===== src/rtl/cec_rx_pkg.sv =====
package cec_rx_pkg;

    localparam int DATA_W = 8;
    localparam int ADDR_W = 2;

    // Status bit positions; the host software decodes these.
    localparam int STAT_RDY_BIT  = 7;
    localparam int STAT_ERR_BIT  = 6;
    localparam int STAT_END_BIT  = 5;
    localparam int STAT_BEG_BIT  = 4;
    localparam int STAT_ARB_BIT  = 0;

    typedef enum logic [ADDR_W-1:0] {
        ADDR_STATUS = 2'd0,
        ADDR_RXBUF  = 2'd1,
        ADDR_CONFIG = 2'd2
    } reg_addr_e;

    typedef struct packed {
        logic rdy;   // byte ready
        logic err;   // receive error
        logic fin;   // end of message
        logic beg;   // start of message
    } rx_flags_t;

    typedef struct packed {
        logic              valid;
        logic [DATA_W-1:0] data;
        logic              eom;
        logic              err;
    } rx_block_t;

    function automatic logic [DATA_W-1:0] pack_status(rx_flags_t f, logic arb);
        logic [DATA_W-1:0] s;
        s = '0;
        s[STAT_RDY_BIT] = f.rdy;
        s[STAT_ERR_BIT] = f.err;
        s[STAT_END_BIT] = f.fin;
        s[STAT_BEG_BIT] = f.beg;
        s[STAT_ARB_BIT] = arb;
        return s;
    endfunction

endpackage


===== src/rtl/cec_rx_flags.sv =====
module cec_rx_flags
    import cec_rx_pkg::*;
(
    input  logic              clk,
    input  logic              rst,
    input  rx_block_t         blk,
    input  logic              wr_stat,
    input  logic [3:0]        keep_mask,
    output rx_flags_t         flags_q,
    output logic [DATA_W-1:0] rxbuf_q,
    output logic              ack_ok
);

    logic beg_pend_q;   // next accepted block opens a message
    logic accept;

    assign accept = blk.valid && !blk.err && !flags_q.rdy;

    always_ff @(posedge clk) begin
        if (rst) begin
            flags_q    <= '0;
            rxbuf_q    <= '0;
            ack_ok     <= 1'b0;
            beg_pend_q <= 1'b1;
        end else begin
            ack_ok <= accept;
            if (wr_stat) begin
                flags_q.rdy <= flags_q.rdy & keep_mask[3];
                flags_q.err <= flags_q.err & keep_mask[2];
                flags_q.fin <= flags_q.fin & keep_mask[1];
                flags_q.beg <= flags_q.beg & keep_mask[0];
            end
            if (blk.err) begin
                flags_q.err <= 1'b1;
                beg_pend_q  <= 1'b1;
            end else if (blk.valid) begin
                if (accept) begin
                    rxbuf_q     <= blk.data;
                    flags_q.rdy <= 1'b1;
                    flags_q.fin <= blk.eom;
                    flags_q.beg <= beg_pend_q;
                    beg_pend_q  <= blk.eom;
                end else begin
                    // refused: initiator will restart the whole message
                    beg_pend_q <= 1'b1;
                end
            end
        end
    end

endmodule


===== src/rtl/cec_rx_regs.sv =====
module cec_rx_regs
    import cec_rx_pkg::*;
(
    input  logic              clk,
    input  logic              rst,
    input  logic              reg_wr,
    input  logic [ADDR_W-1:0] reg_addr,
    input  logic              ie_wdata,
    input  rx_flags_t         flags_q,
    input  logic [DATA_W-1:0] rxbuf_q,
    input  logic              tx_arb_lost,
    output logic [DATA_W-1:0] reg_rdata,
    output logic              wr_stat,
    output logic              ie_q
);

    assign wr_stat = reg_wr && (reg_addr == ADDR_STATUS);

    always_ff @(posedge clk) begin
        if (rst) begin
            ie_q <= 1'b0;
        end else if (reg_wr && reg_addr == ADDR_CONFIG) begin
            ie_q <= ie_wdata;
        end
    end

    always_comb begin
        unique case (reg_addr)
            ADDR_STATUS: reg_rdata = pack_status(flags_q, tx_arb_lost);
            ADDR_RXBUF:  reg_rdata = rxbuf_q;
            ADDR_CONFIG: reg_rdata = {{(DATA_W-1){1'b0}}, ie_q};
            default:     reg_rdata = '0;
        endcase
    end

endmodule


===== src/rtl/cec_rx_irq.sv =====
module cec_rx_irq
    import cec_rx_pkg::*;
(
    input  logic      clk,
    input  logic      rst,
    input  logic      ie_q,
    input  rx_flags_t flags_q,
    output logic      irq
);

    always_ff @(posedge clk) begin
        if (rst) irq <= 1'b0;
        else     irq <= ie_q && (flags_q.rdy || flags_q.err);
    end

endmodule


===== src/rtl/cec_rx_status.sv =====
module cec_rx_status
    import cec_rx_pkg::*;
(
    input  logic              clk,
    input  logic              rst,
    input  logic              blk_valid,
    input  logic [DATA_W-1:0] blk_data,
    input  logic              blk_eom,
    input  logic              line_err,
    input  logic              tx_arb_lost,
    output logic              ack_ok,
    input  logic              reg_wr,
    input  logic [ADDR_W-1:0] reg_addr,
    input  logic [DATA_W-1:0] reg_wdata,
    output logic [DATA_W-1:0] reg_rdata,
    output logic              irq
);

    rx_block_t         blk;
    rx_flags_t         flags_q;
    logic [DATA_W-1:0] rxbuf_q;
    logic              wr_stat;
    logic              ie_q;

    assign blk = '{valid: blk_valid, data: blk_data, eom: blk_eom, err: line_err};

    cec_rx_flags i_flags (
        .clk       (clk),
        .rst       (rst),
        .blk       (blk),
        .wr_stat   (wr_stat),
        .keep_mask (reg_wdata[STAT_RDY_BIT:STAT_BEG_BIT]),
        .flags_q   (flags_q),
        .rxbuf_q   (rxbuf_q),
        .ack_ok    (ack_ok)
    );

    cec_rx_regs i_regs (
        .clk         (clk),
        .rst         (rst),
        .reg_wr      (reg_wr),
        .reg_addr    (reg_addr),
        .ie_wdata    (reg_wdata[0]),
        .flags_q     (flags_q),
        .rxbuf_q     (rxbuf_q),
        .tx_arb_lost (tx_arb_lost),
        .reg_rdata   (reg_rdata),
        .wr_stat     (wr_stat),
        .ie_q        (ie_q)
    );

    cec_rx_irq i_irq (
        .clk     (clk),
        .rst     (rst),
        .ie_q    (ie_q),
        .flags_q (flags_q),
        .irq     (irq)
    );

endmodule


===== config.mk =====
export PLATFORM = sky130hd
export DESIGN_NAME = cec_rx_status
export DESIGN_NICKNAME = d
export VERILOG_FILES = /design/src/rtl/cec_rx_pkg.sv /design/src/rtl/cec_rx_flags.sv /design/src/rtl/cec_rx_regs.sv /design/src/rtl/cec_rx_irq.sv /design/src/rtl/cec_rx_status.sv
export SDC_FILE = /design/constraint.sdc
export NUM_CORES = 1
export LEC_CHECK = 0
export ABC_AREA = 1
export BUFFER_PORTS_ARGS = -buffer_cell sky130_fd_sc_hd__buf_2
export CORE_AREA = 2 2 44 46
export CTS_BUF_LIST = sky130_fd_sc_hd__clkbuf_4 sky130_fd_sc_hd__clkbuf_8
export DETAILED_ROUTE_END_ITERATION = 10
export DIE_AREA = 0 0 46 48
export GPL_TIMING_DRIVEN = 1
export PLACE_DENSITY = 0.78
export SLEW_MARGIN = 25
export SYNTH_ARGS = -nofsm -noshare
export SYNTH_HDL_FRONTEND = slang
export SYNTH_SLANG_ARGS = --single-unit

===== constraint.sdc =====
create_clock -name clk -period 1.18 [get_ports clk]
set_clock_uncertainty 0.15 [all_clocks]
set_input_delay 0.177 -clock clk [delete_from_list [all_inputs] [get_ports clk]]
set_output_delay 0.177 -clock clk [all_outputs]
set_load 0.05 [all_outputs]

==> results of run 1 <==
stage by stage:
| stage | hold slack (ns) | setup WS (ns) |
|---|---|---|
| after global placement | 0.248 | -0.0569 |
| after CTS | 0.00631 | -0.0819 |
| after detailed placement | 0.254 | -0.0784 |
| after global routing | 0.00617 | -0.155 |
| final | 0.00290 | -0.127 |
| after floorplan | 0.0961 | -0.173 |
cells in the mapped netlist:
cell | n | share of area
inv_1 | 10 | 0.047
buf_6 | 1 | 0.014
nand3_1 | 12 | 0.075
nor2_4 | 1 | 0.014
inv_2 | 3 | 0.014
nand4_1 | 1 | 0.0079
a21oi_2 | 8 | 0.088
nand3_4 | 1 | 0.022
buf_4 | 1 | 0.0094
buf_12 | 1 | 0.025
nor2_1 | 9 | 0.042
o21ai_0 | 2 | 0.013
nand2_2 | 9 | 0.071
nand2_1 | 24 | 0.11
o21ai_1 | 2 | 0.013
o21ai_2 | 1 | 0.011
dfxtp_1 | 16 | 0.40
a21oi_1 | 3 | 0.019
metal layers:
layer  routed length, um  up-vias  global-route usage  share of wire
met5                   0        -                   0              0
met4                 183        0               0.160          0.064
met3                 112       20              0.0113          0.039
met2                1460       38               0.431           0.51
met1                1120      453               0.245           0.39
li1                    -      452                   -              -
cell usage in the layout (no fill, tap or decap), drive strengths merged:
master	Yosys	routed
a21oi	11	11
buf	3	51
clkbuf	0	3
dfxtp	16	16
dlygate4sd3	0	9
inv	13	13
nand2	33	33
nand3	13	13
nand4	1	1
nor2	10	10
o21ai	5	5
how the worst max path moves through the flow:
stage / from / end / slack [ns] / cells past startpoint
finish: i_flags.rxbuf_q[7] / reg_rdata[7] / -0.13 / 3
global route: i_flags.rxbuf_q[7] / reg_rdata[7] / -0.16 / 3
CTS: i_flags.rxbuf_q[0] / reg_rdata[0] / -0.08 / 3
detailed placement: reg_addr[1] / reg_rdata[3] / -0.08 / 5
global placement: reg_addr[1] / reg_rdata[2] / -0.06 / 5
floorplan: reg_addr[1] / reg_rdata[1] / -0.17 / 3
cells by family (layout without fill, tap and decap cells):
family	count (synthesis)	after routing	share of synthesized area
buffers and inverters	16	76	0.110
DFF	16	16	0.402
and+or+nand+nor	57	57	0.345
AOI/OAI and AO/OA	16	16	0.143
state kept, by name, indices dropped and copies added, names as in the netlist:
name                flops
i_flags.rxbuf_q         8
i_flags.beg_pend_q      1
i_irq.irq               1
i_flags.flags_q         4
i_flags.ack_ok          1
i_regs.ie_q             1
power by group through the flow:
stage                     clock network, mW  logic [mW]  registers, mW
after global placement                    0       0.220          0.597
final                                 0.288       0.382          0.590
after CTS                             0.284       0.309          0.586
after floorplan                           0       0.150          0.600
after global routing                  0.317       0.403          0.593
after detailed placement                  0       0.226          0.597
cell type report:
class                   instances  area (um2)  area share
repair buffers                 60         492       0.346
flip-flops and latches         16         337       0.237
multi-input cells              73         493       0.347
inverters                      13        56.3      0.0396
well taps                      17        21.3      0.0150
clock buffers                   3        22.5      0.0158
critical path: stages, from the launching register on:
cell and delay (ns):
dfxtp_2 0.36, nand3_2 0.09, nand2_2 0.10, buf_8 0.14
timing repair:
action	4_1_cts	5_1_grt
pin swaps	8	6
setup buffers	11	4
setup endpoints to repair	8	21
gates resized for setup	42	31
hold buffers	9	0
hold endpoints to repair	9	0
==> results.sh, run 1 <==
export IMPL_power_internal_uw=865
export IMPL_wl_mm=2.88
export IMPL_route_vias_total=963
export IMPL_final_antenna_net_count=0
export IMPL_detailed_router_s_first_iteration_violation_count=28
export IMPL_core_um2=1690
export IMPL_leakage_nw=0.655
export IMPL_io_buffer_count=31
export IMPL_mapped_area_um2=797
export IMPL_clock_sink_count=16
export IMPL_clock_tree_from_tritoncts="yes"
export IMPL_violated_checks="setup timing"
export IMPL_syn_mean_instance_area_um2=7.59
export IMPL_pwr_dens_nw_per_um2=886
export IMPL_r2r_end="i_flags.rxbuf_q[1]"
export IMPL_post_drt_wl_per_cell_um=15.8
export IMPL_first_pass_grt_wire_length_mm=3.51
export IMPL_hold_path_endpoint="i_flags.flags_q[0]"
export IMPL_final_critical_path_setup_slack_ns=-0.127
export IMPL_top_level_i_o_count=35
export IMPL_cts_max_path_buffers=2
export IMPL_outcome="finished, violations left"
export IMPL_antennaDiodeCount=0
export IMPL_max_slew_margin_rel=0.843
export IMPL_cts_root_buf="clkbuf_4"
export IMPL_pwr_share_seq=0.468
export IMPL_finalWorstPathRequiredPeriod_ns=1.31
export IMPL_grt_pass1_vias=880
export IMPL_finalWeightedCongestion=0.808
export IMPL_layout_core_utilization=0.841
export IMPL_ys_types=18
export IMPL_vias_per_cell=5.29
export IMPL_rr_worst_depth=6
export IMPL_regToRegSetupSlack_ns=-0.10
export IMPL_crit_type="reg -> out"
export IMPL_die_height_um=48
export IMPL_global_route_usage_total=0.230
export IMPL_hold_path_depth=3
export IMPL_place_detailed_instances=155
export IMPL_setup_worst_path_start_class="register"
export IMPL_report_power_total_mw=1.26
export IMPL_post_synthesis_to_final_layout_area_growth_pct=78.3
export IMPL_power_combinational_fraction=0.303
export IMPL_layout_cells_non_filler=182
export IMPL_die_area_um2=2210
export IMPL_ir_worst_vdd_mv=0.903
export IMPL_grt_setup_unrepaired="yes"
export IMPL_global_route_overflow_total=0
export IMPL_setup_tns_ns=-1.02
export IMPL_row_count=15
export IMPL_timing_final_hold_violations=0
export IMPL_critPathCaptureType="output port"
export IMPL_final_setup_vio_count=14
export IMPL_yosys_synthesis_warning_count=0
export IMPL_insertion_delay_ns=0.29
export IMPL_max_clock_freq_mhz=765
export IMPL_mappedNetlistNets=130
export IMPL_launching_point_of_the_worst_reg2reg_path="i_flags.flags_q[3]"
export IMPL_worst_slew_pin_slew_ns=0.235
export IMPL_stdcell_area_um2=1420
export IMPL_final_max_slew_violation_count=0
export IMPL_fillCellCount=88
export IMPL_critical_path_max_fanout=2
export IMPL_min_period_over_period=1.11
export IMPL_cts_reportedPaths_clkPinSlew_ns=0.09
export IMPL_cts_htree_levels=1
export IMPL_grt_start_max_net_pins=10
export IMPL_chipWidth_um=46
export IMPL_critical_path_arrival_ns=0.98
export IMPL_drtPass1Iterations=4
export IMPL_synth_sequential_area_ratio=0.402
export IMPL_cts_inserted_buffers=3
export IMPL_p_switching_uw=394
export IMPL_ratio_of_cells_with_drive_above_1_in_the_final_layout=0.679
export IMPL_placed_wire_length_estimate_mm=1.34
export IMPL_final_net_count=192
export IMPL_antenna_found_initial=0
export IMPL_relative_contribution_of_the_clock_network_to_total_power=0.228
export IMPL_postSynthRegisterBits=16
export IMPL_critical_path_required_ns=0.85
export IMPL_initial_core_util=0.472
export IMPL_dpl_cell_area_um2=987
export IMPL_drcViolationCount=0
export IMPL_min_delay_start="reg_wdata[4]"
export IMPL_netlist_instances=105
export IMPL_max_cap_viol_count=0
export IMPL_timing_hold_worst_class="in -> reg"
export IMPL_sw_frac_of_total=0.313
No activity file was read; power rests on OpenSTA's default activity.
==> run 2, diff against run 1 <==
CORE_AREA = 2 2 46 44   (was 2 2 44 46)
DIE_AREA = 0 0 48 46   (was 0 0 46 48)
PLACE_DENSITY = 0.79   (was 0.78)
==> results.sh, run 2 (synthesis results as in run 1) <==
export IMPL_fillCellCount=94
export IMPL_clock_sink_count=16
export IMPL_first_pass_grt_wire_length_mm=3.62
export IMPL_io_buffer_count=31
export IMPL_cts_htree_levels=1
export IMPL_grt_start_max_net_pins=10
export IMPL_global_route_usage_total=0.239
export IMPL_post_synthesis_to_final_layout_area_growth_pct=80.2
export IMPL_violated_checks="hold timing, setup timing"
export IMPL_dpl_cell_area_um2=1000
export IMPL_critPathCaptureType="output port"
export IMPL_final_setup_vio_count=13
export IMPL_initial_core_util=0.447
export IMPL_setup_worst_path_start_class="register"
export IMPL_critical_path_required_ns=0.85
export IMPL_global_route_overflow_total=0
export IMPL_min_delay_start="reg_wdata[0]"
export IMPL_antenna_found_initial=0
export IMPL_timing_final_hold_violations=1
export IMPL_antennaDiodeCount=0
export IMPL_cts_inserted_buffers=3
export IMPL_startpoint="i_flags.rxbuf_q[0]"
export IMPL_worstPathCellList="nand3_1 -> nand3_2 -> buf_8"
export IMPL_insertion_delay_ns=0.30
export IMPL_launching_point_of_the_worst_reg2reg_path="i_flags.flags_q[3]"
export IMPL_timing_hold_worst_class="in -> reg"
export IMPL_placed_wire_length_estimate_mm=1.37
export IMPL_final_critical_path_setup_slack_ns=-0.178
export IMPL_layout_core_utilization=0.806
export IMPL_die_area_um2=2210
export IMPL_final_max_slew_violation_count=0
export IMPL_max_slew_margin_rel=0.851
export IMPL_hold_worst_slack_ns=-0.000168
export IMPL_path_buf_inv=1
export IMPL_critical_path_max_fanout=2
export IMPL_ratio_of_cells_with_drive_above_1_in_the_final_layout=0.635
export IMPL_post_drt_wl_per_cell_um=15.8
export IMPL_top_level_i_o_count=35
export IMPL_leakage_nw=0.657
export IMPL_wl_mm=3.04
export IMPL_crit_type="reg -> out"
export IMPL_layout_commonest_cell="buf_2"
export IMPL_critical_path_arrival_ns=1.03
export IMPL_detailed_router_s_first_iteration_violation_count=17
export IMPL_cts_max_path_buffers=2
export IMPL_row_count=15
export IMPL_max_cap_viol_count=0
export IMPL_chipWidth_um=48
export IMPL_core_um2=1780
export IMPL_cts_reportedPaths_clkPinSlew_ns=0.10
export IMPL_finalWeightedCongestion=0.780
export IMPL_critical_path_slowest_cell="dfxtp_2"
export IMPL_final_antenna_net_count=0
export IMPL_largest_registers="i_flags.rxbuf_q (8), i_flags.flags_q (4)"
export IMPL_largest_register="i_flags.rxbuf_q"
export IMPL_outcome="finished, violations left"
export IMPL_finalWorstPathRequiredPeriod_ns=1.36
export IMPL_max_clock_freq_mhz=737
export IMPL_clock_tree_from_tritoncts="yes"
export IMPL_max_reg_flops=8
export IMPL_drtPass1Iterations=4
export IMPL_cts_root_buf="clkbuf_4"
export IMPL_drcViolationCount=0
export IMPL_grt_pass1_vias=878
export IMPL_setup_tns_ns=-1.11
export IMPL_final_cell_mix="buf_2 (21), buf_4 (17), nand2_1 (16), dlygate4sd3_1 (12)"
export IMPL_layout_cells_non_filler=192
export IMPL_min_period_over_period=1.15
export IMPL_vias_per_cell=5.01
export IMPL_final_net_count=193
export IMPL_post_place_ws_ns=-0.0764
export IMPL_cp_slowest_stage_delay_ns=0.35
export IMPL_pwr_dens_nw_per_um2=940
export IMPL_route_vias_total=961
export IMPL_place_detailed_instances=164
export IMPL_critical_path_top_delay_family="flip-flops"
export IMPL_stdcell_area_um2=1440
export IMPL_ir_worst_vdd_mv=0.733
export IMPL_worst_slew_pin_slew_ns=0.223
export IMPL_grt_setup_unrepaired="yes"
export IMPL_die_height_um=46
[run 2: worst min-delay path: stages]
cell and delay [ns]:
buf_2 0.10, nand4_1 0.07, a21oi_1 0.06
[run 2: per-stage QoR]
stage	total power, mW	hold WS, ns
after global placement	0.820	0.247
after detailed placement	0.827	0.251
after floorplan	0.751	0.0961
after CTS	1.27	0.00613
final	1.35	-0.000168
after global routing	1.39	0.0120
[run 2: worst paths after layout]
check                           depth (start not counted)  slack [ns]            endpoint
worst max register to register                          6       -0.03  i_flags.rxbuf_q[6]
worst min-delay path                                    3     -0.0002         i_regs.ie_q
worst max-delay path                                    3       -0.18        reg_rdata[0]
worst min register to register                          2        0.31  i_flags.flags_q[0]
[run 2: layout make-up]
| type | count | area (um2) | area share |
|---|---|---|---|
| Clock buffer | 4 | 36.3 | 0.0253 |
| Tap cell | 25 | 31.3 | 0.0218 |
| Inverter | 13 | 60.1 | 0.0418 |
| Timing Repair Buffer | 61 | 499 | 0.348 |
| Sequential cell | 16 | 337 | 0.234 |
| Multi-Input combinational cell | 73 | 473 | 0.329 |
[run 2: layer usage]
layer  vias to the layer above  share of wire  GRT usage
li1                        454              -          -
met1                       451           0.39      0.286
met2                        46           0.52      0.416
met3                        10          0.053     0.0397
met4                         0          0.036     0.0919
met5                         -              0          0
[run 2: repair_timing]
item,4_1_cts,5_1_grt
hold buffers,12,0
pin swaps,9,2
setup buffers,8,4
hold endpoints to repair,12,0
resized for setup,40,23
setup endpoints to repair,10,19
[run 2: power breakdown]
| part | leakage (nW) | total, mW | switching (mW) | internal (mW) |
|---|---|---|---|---|
| combinational | 0.501 | 0.379 | 0.207 | 0.172 |
| sequential | 0.136 | 0.589 | 0.0193 | 0.570 |
| clock | 0.0210 | 0.382 | 0.194 | 0.189 |
==> run 3, diff against run 2 <==
ABC_AREA = 0   (was 1)
CORE_AREA = 2 2 45 43   (was 2 2 46 44)
DIE_AREA = 0 0 47 45   (was 0 0 48 46)
PLACE_DENSITY = 0.76   (was 0.79)
==> results.sh, run 3 <==
export IMPL_critical_path_arrival_ns=1.10
export IMPL_critical_path_max_fanout=2
export IMPL_cts_inserted_buffers=3
export IMPL_grt_pass1_vias=746
export IMPL_synth_sequential_area_ratio=0.451
export IMPL_grt_setup_unrepaired="yes"
export IMPL_layout_commonest_cell="buf_2"
export IMPL_post_synthesis_to_final_layout_area_growth_pct=86.8
export IMPL_top_count_cell_post_synth="nand2_1"
export IMPL_violated_checks="setup timing"
export IMPL_insertion_delay_ns=0.28
export IMPL_cts_reportedPaths_clkPinSlew_ns=0.09
export IMPL_synth_top_cells_by_count="nand2_1 (19), dfxtp_1 (16), a21oi_1 (11)"
export IMPL_share_of_synthesized_registers_carrying_an_async_set_or_reset=0
export IMPL_largest_register="i_flags.rxbuf_q"
export IMPL_setup_worst_path_start_class="register"
export IMPL_max_reg_flops=8
export IMPL_placed_wire_length_estimate_mm=1.26
export IMPL_final_cell_mix="buf_2 (21), buf_4 (16), nand2_1 (15), dlygate4sd3_1 (11), dfxtp_2 (9)"
export IMPL_finalWeightedCongestion=0.712
export IMPL_clock_tree_from_tritoncts="yes"
export IMPL_max_clock_freq_mhz=698
export IMPL_wl_mm=2.34
export IMPL_synth_top_area_share=0.451
export IMPL_synth_edff_count=0
export IMPL_critical_path_top_delay_family="flip-flops"
export IMPL_critPathCaptureType="output port"
export IMPL_cp_slowest_stage_delay_ns=0.33
export IMPL_final_net_count=171
export IMPL_netlist_top_cell_by_area="dfxtp_1"
export IMPL_die_area_um2=2120
export IMPL_postSynthRegisterBits=16
export IMPL_max_slew_margin_rel=0.874
export IMPL_cts_htree_levels=1
export IMPL_global_route_usage_total=0.230
export IMPL_max_cap_viol_count=0
export IMPL_initial_core_util=0.440
export IMPL_drtPass1Iterations=6
export IMPL_final_critical_path_setup_slack_ns=-0.252
export IMPL_largest_registers="i_flags.rxbuf_q (8), i_flags.flags_q (4)"
export IMPL_critical_path_slowest_cell="dfxtp_2"
export IMPL_die_height_um=45
export IMPL_synth_top_cells_by_area="dfxtp_1 (45%), nand2_1 (10%), mux2i_1 (8.5%), a21oi_1 (7.8%), nor2_1 (4.8%)"
export IMPL_ratio_of_cells_with_drive_above_1_in_the_final_layout=0.590
export IMPL_report_power_total_mw=1.22
export IMPL_critical_path_required_ns=0.85
export IMPL_antennaDiodeCount=0
export IMPL_timing_final_hold_violations=0
export IMPL_netlist_instances=85
export IMPL_first_pass_grt_wire_length_mm=3.38
export IMPL_path_buf_inv=2
export IMPL_cts_max_path_buffers=2
export IMPL_final_setup_vio_count=19
export IMPL_ir_worst_vdd_mv=0.655
export IMPL_cts_root_buf="clkbuf_4"
export IMPL_row_count=14
export IMPL_antenna_found_initial=0
export IMPL_fillCellCount=103
export IMPL_post_place_ws_ns=-0.178
export IMPL_crit_type="reg -> out"
export IMPL_leakage_nw=0.583
export IMPL_mapped_area_um2=709
export IMPL_global_route_overflow_total=0
export IMPL_worst_slew_pin_slew_ns=0.185
export IMPL_drcViolationCount=0
export IMPL_detailed_router_s_first_iteration_violation_count=29
export IMPL_post_drt_wl_per_cell_um=13.9
export IMPL_route_vias_total=825
export IMPL_core_um2=1610
export IMPL_vias_per_cell=4.91
export IMPL_outcome="finished, violations left"
export IMPL_ys_types=22
export IMPL_timing_hold_worst_class="in -> reg"
export IMPL_ff_latch_area_um2=332
export IMPL_io_buffer_count=31
export IMPL_worst_path_most_repeated_cell="buf_6"
export IMPL_clock_sink_count=16
export IMPL_chipWidth_um=47
export IMPL_final_max_slew_violation_count=0
export IMPL_multi_input_area_um2=470
export IMPL_grt_start_max_net_pins=11
export IMPL_yosys_synthesis_warning_count=0
export IMPL_finalWorstPathRequiredPeriod_ns=1.43
export IMPL_mappedNetlistNets=110
export IMPL_final_antenna_net_count=0
export IMPL_ys_dominant_reg_cell="dfxtp_1"
export IMPL_worstPathCellList="buf_6 -> mux2i_4 -> nor2_4 -> buf_6"
export IMPL_syn_mean_instance_area_um2=8.35
export IMPL_top_level_i_o_count=35
export IMPL_pwr_dens_nw_per_um2=917
export IMPL_min_period_over_period=1.21
-- run 3: changes by cell type after synthesis, sizes merged, moves of 3 or more --
cell / previous run / this run
inv: 13 / 1
nand2: 33 / 19
nand3: 13 / 0
and2: 0 / 3
mux2i: 0 / 6
-- run 3: cells by family (layout without fill, tap and decap cells) --
family | Yosys count | count (layout) | synth area share
AO/OA/AOI/OAI | 16 | 16 | 0.123
buffers and inverters | 5 | 63 | 0.0406
flip-flops | 16 | 16 | 0.452
multiplexers | 6 | 6 | 0.0847
AND/OR/NAND/NOR | 42 | 43 | 0.300
-- run 3: report_power, final --
group          leakage (nW)  total (mW)  internal [mW]  switching [mW]
clock                0.0138       0.286          0.119           0.168
sequential            0.134       0.585          0.570          0.0147
combinational         0.435       0.345          0.174           0.170
total                 0.583        1.22          0.863           0.353
-- run 3: layout make-up --
cell class	instances	area share
Clock buffer	3	0.0170
Inverter	1	0.00283
Multi-Input combinational cell	65	0.355
Sequential cell	16	0.250
Tap cell	24	0.0227
Timing Repair Buffer	59	0.352
-- run 3: through the flow --
step	setup TNS [ns]	cells	area, um2	hold slack (ns)	utilization
after floorplan	-0.260	85	742	0.0961	-
after global placement	-1.88	146	968	0.243	0.601
after detailed placement	-2.01	146	968	0.254	0.601
after CTS	-2.47	166	1260	0.00390	0.780
after global routing	-3.84	168	1330	0.0395	0.822
final	-2.85	168	1330	0.00626	0.822
-- run 3: path summary, 6_finish.rpt --
kind	slack [ns]	cells after the start	endpoint	start
hold reg to reg	0.32	2	i_flags.rxbuf_q[4]	i_flags.rxbuf_q[4]
setup / recovery	-0.25	4	reg_rdata[7]	i_flags.flags_q[3]
hold / removal	0.006	3	i_flags.flags_q[0]	reg_wdata[4]
setup reg to reg	-0.21	6	i_flags.rxbuf_q[1]	i_flags.flags_q[3]
-- run 3: worst min-delay path, cell delays in order --
cell     delay (ns)
buf_2          0.08
nor2_1         0.04
o21ai_1        0.12
-- run 3: timing repair --
| action | in CTS | in global routing |
|---|---|---|
| hold buffers | 11 | 0 |
| endpoints found under the hold margin | 11 | 0 |
| gates resized for setup | 37 | 17 |
| cloned | 1 | 1 |
| pin swaps | 2 | 6 |
| setup endpoints to repair | 19 | 22 |
| setup buffers | 5 | 1 |
-- run 3: routing by layer --
metal  share of wire  vias up  GRT usage
li1                -      403          -
met5               0        -          0
met1            0.45      372      0.332
met2            0.48       44      0.353
met3           0.062        6     0.0280
met4          0.0090        0     0.0833
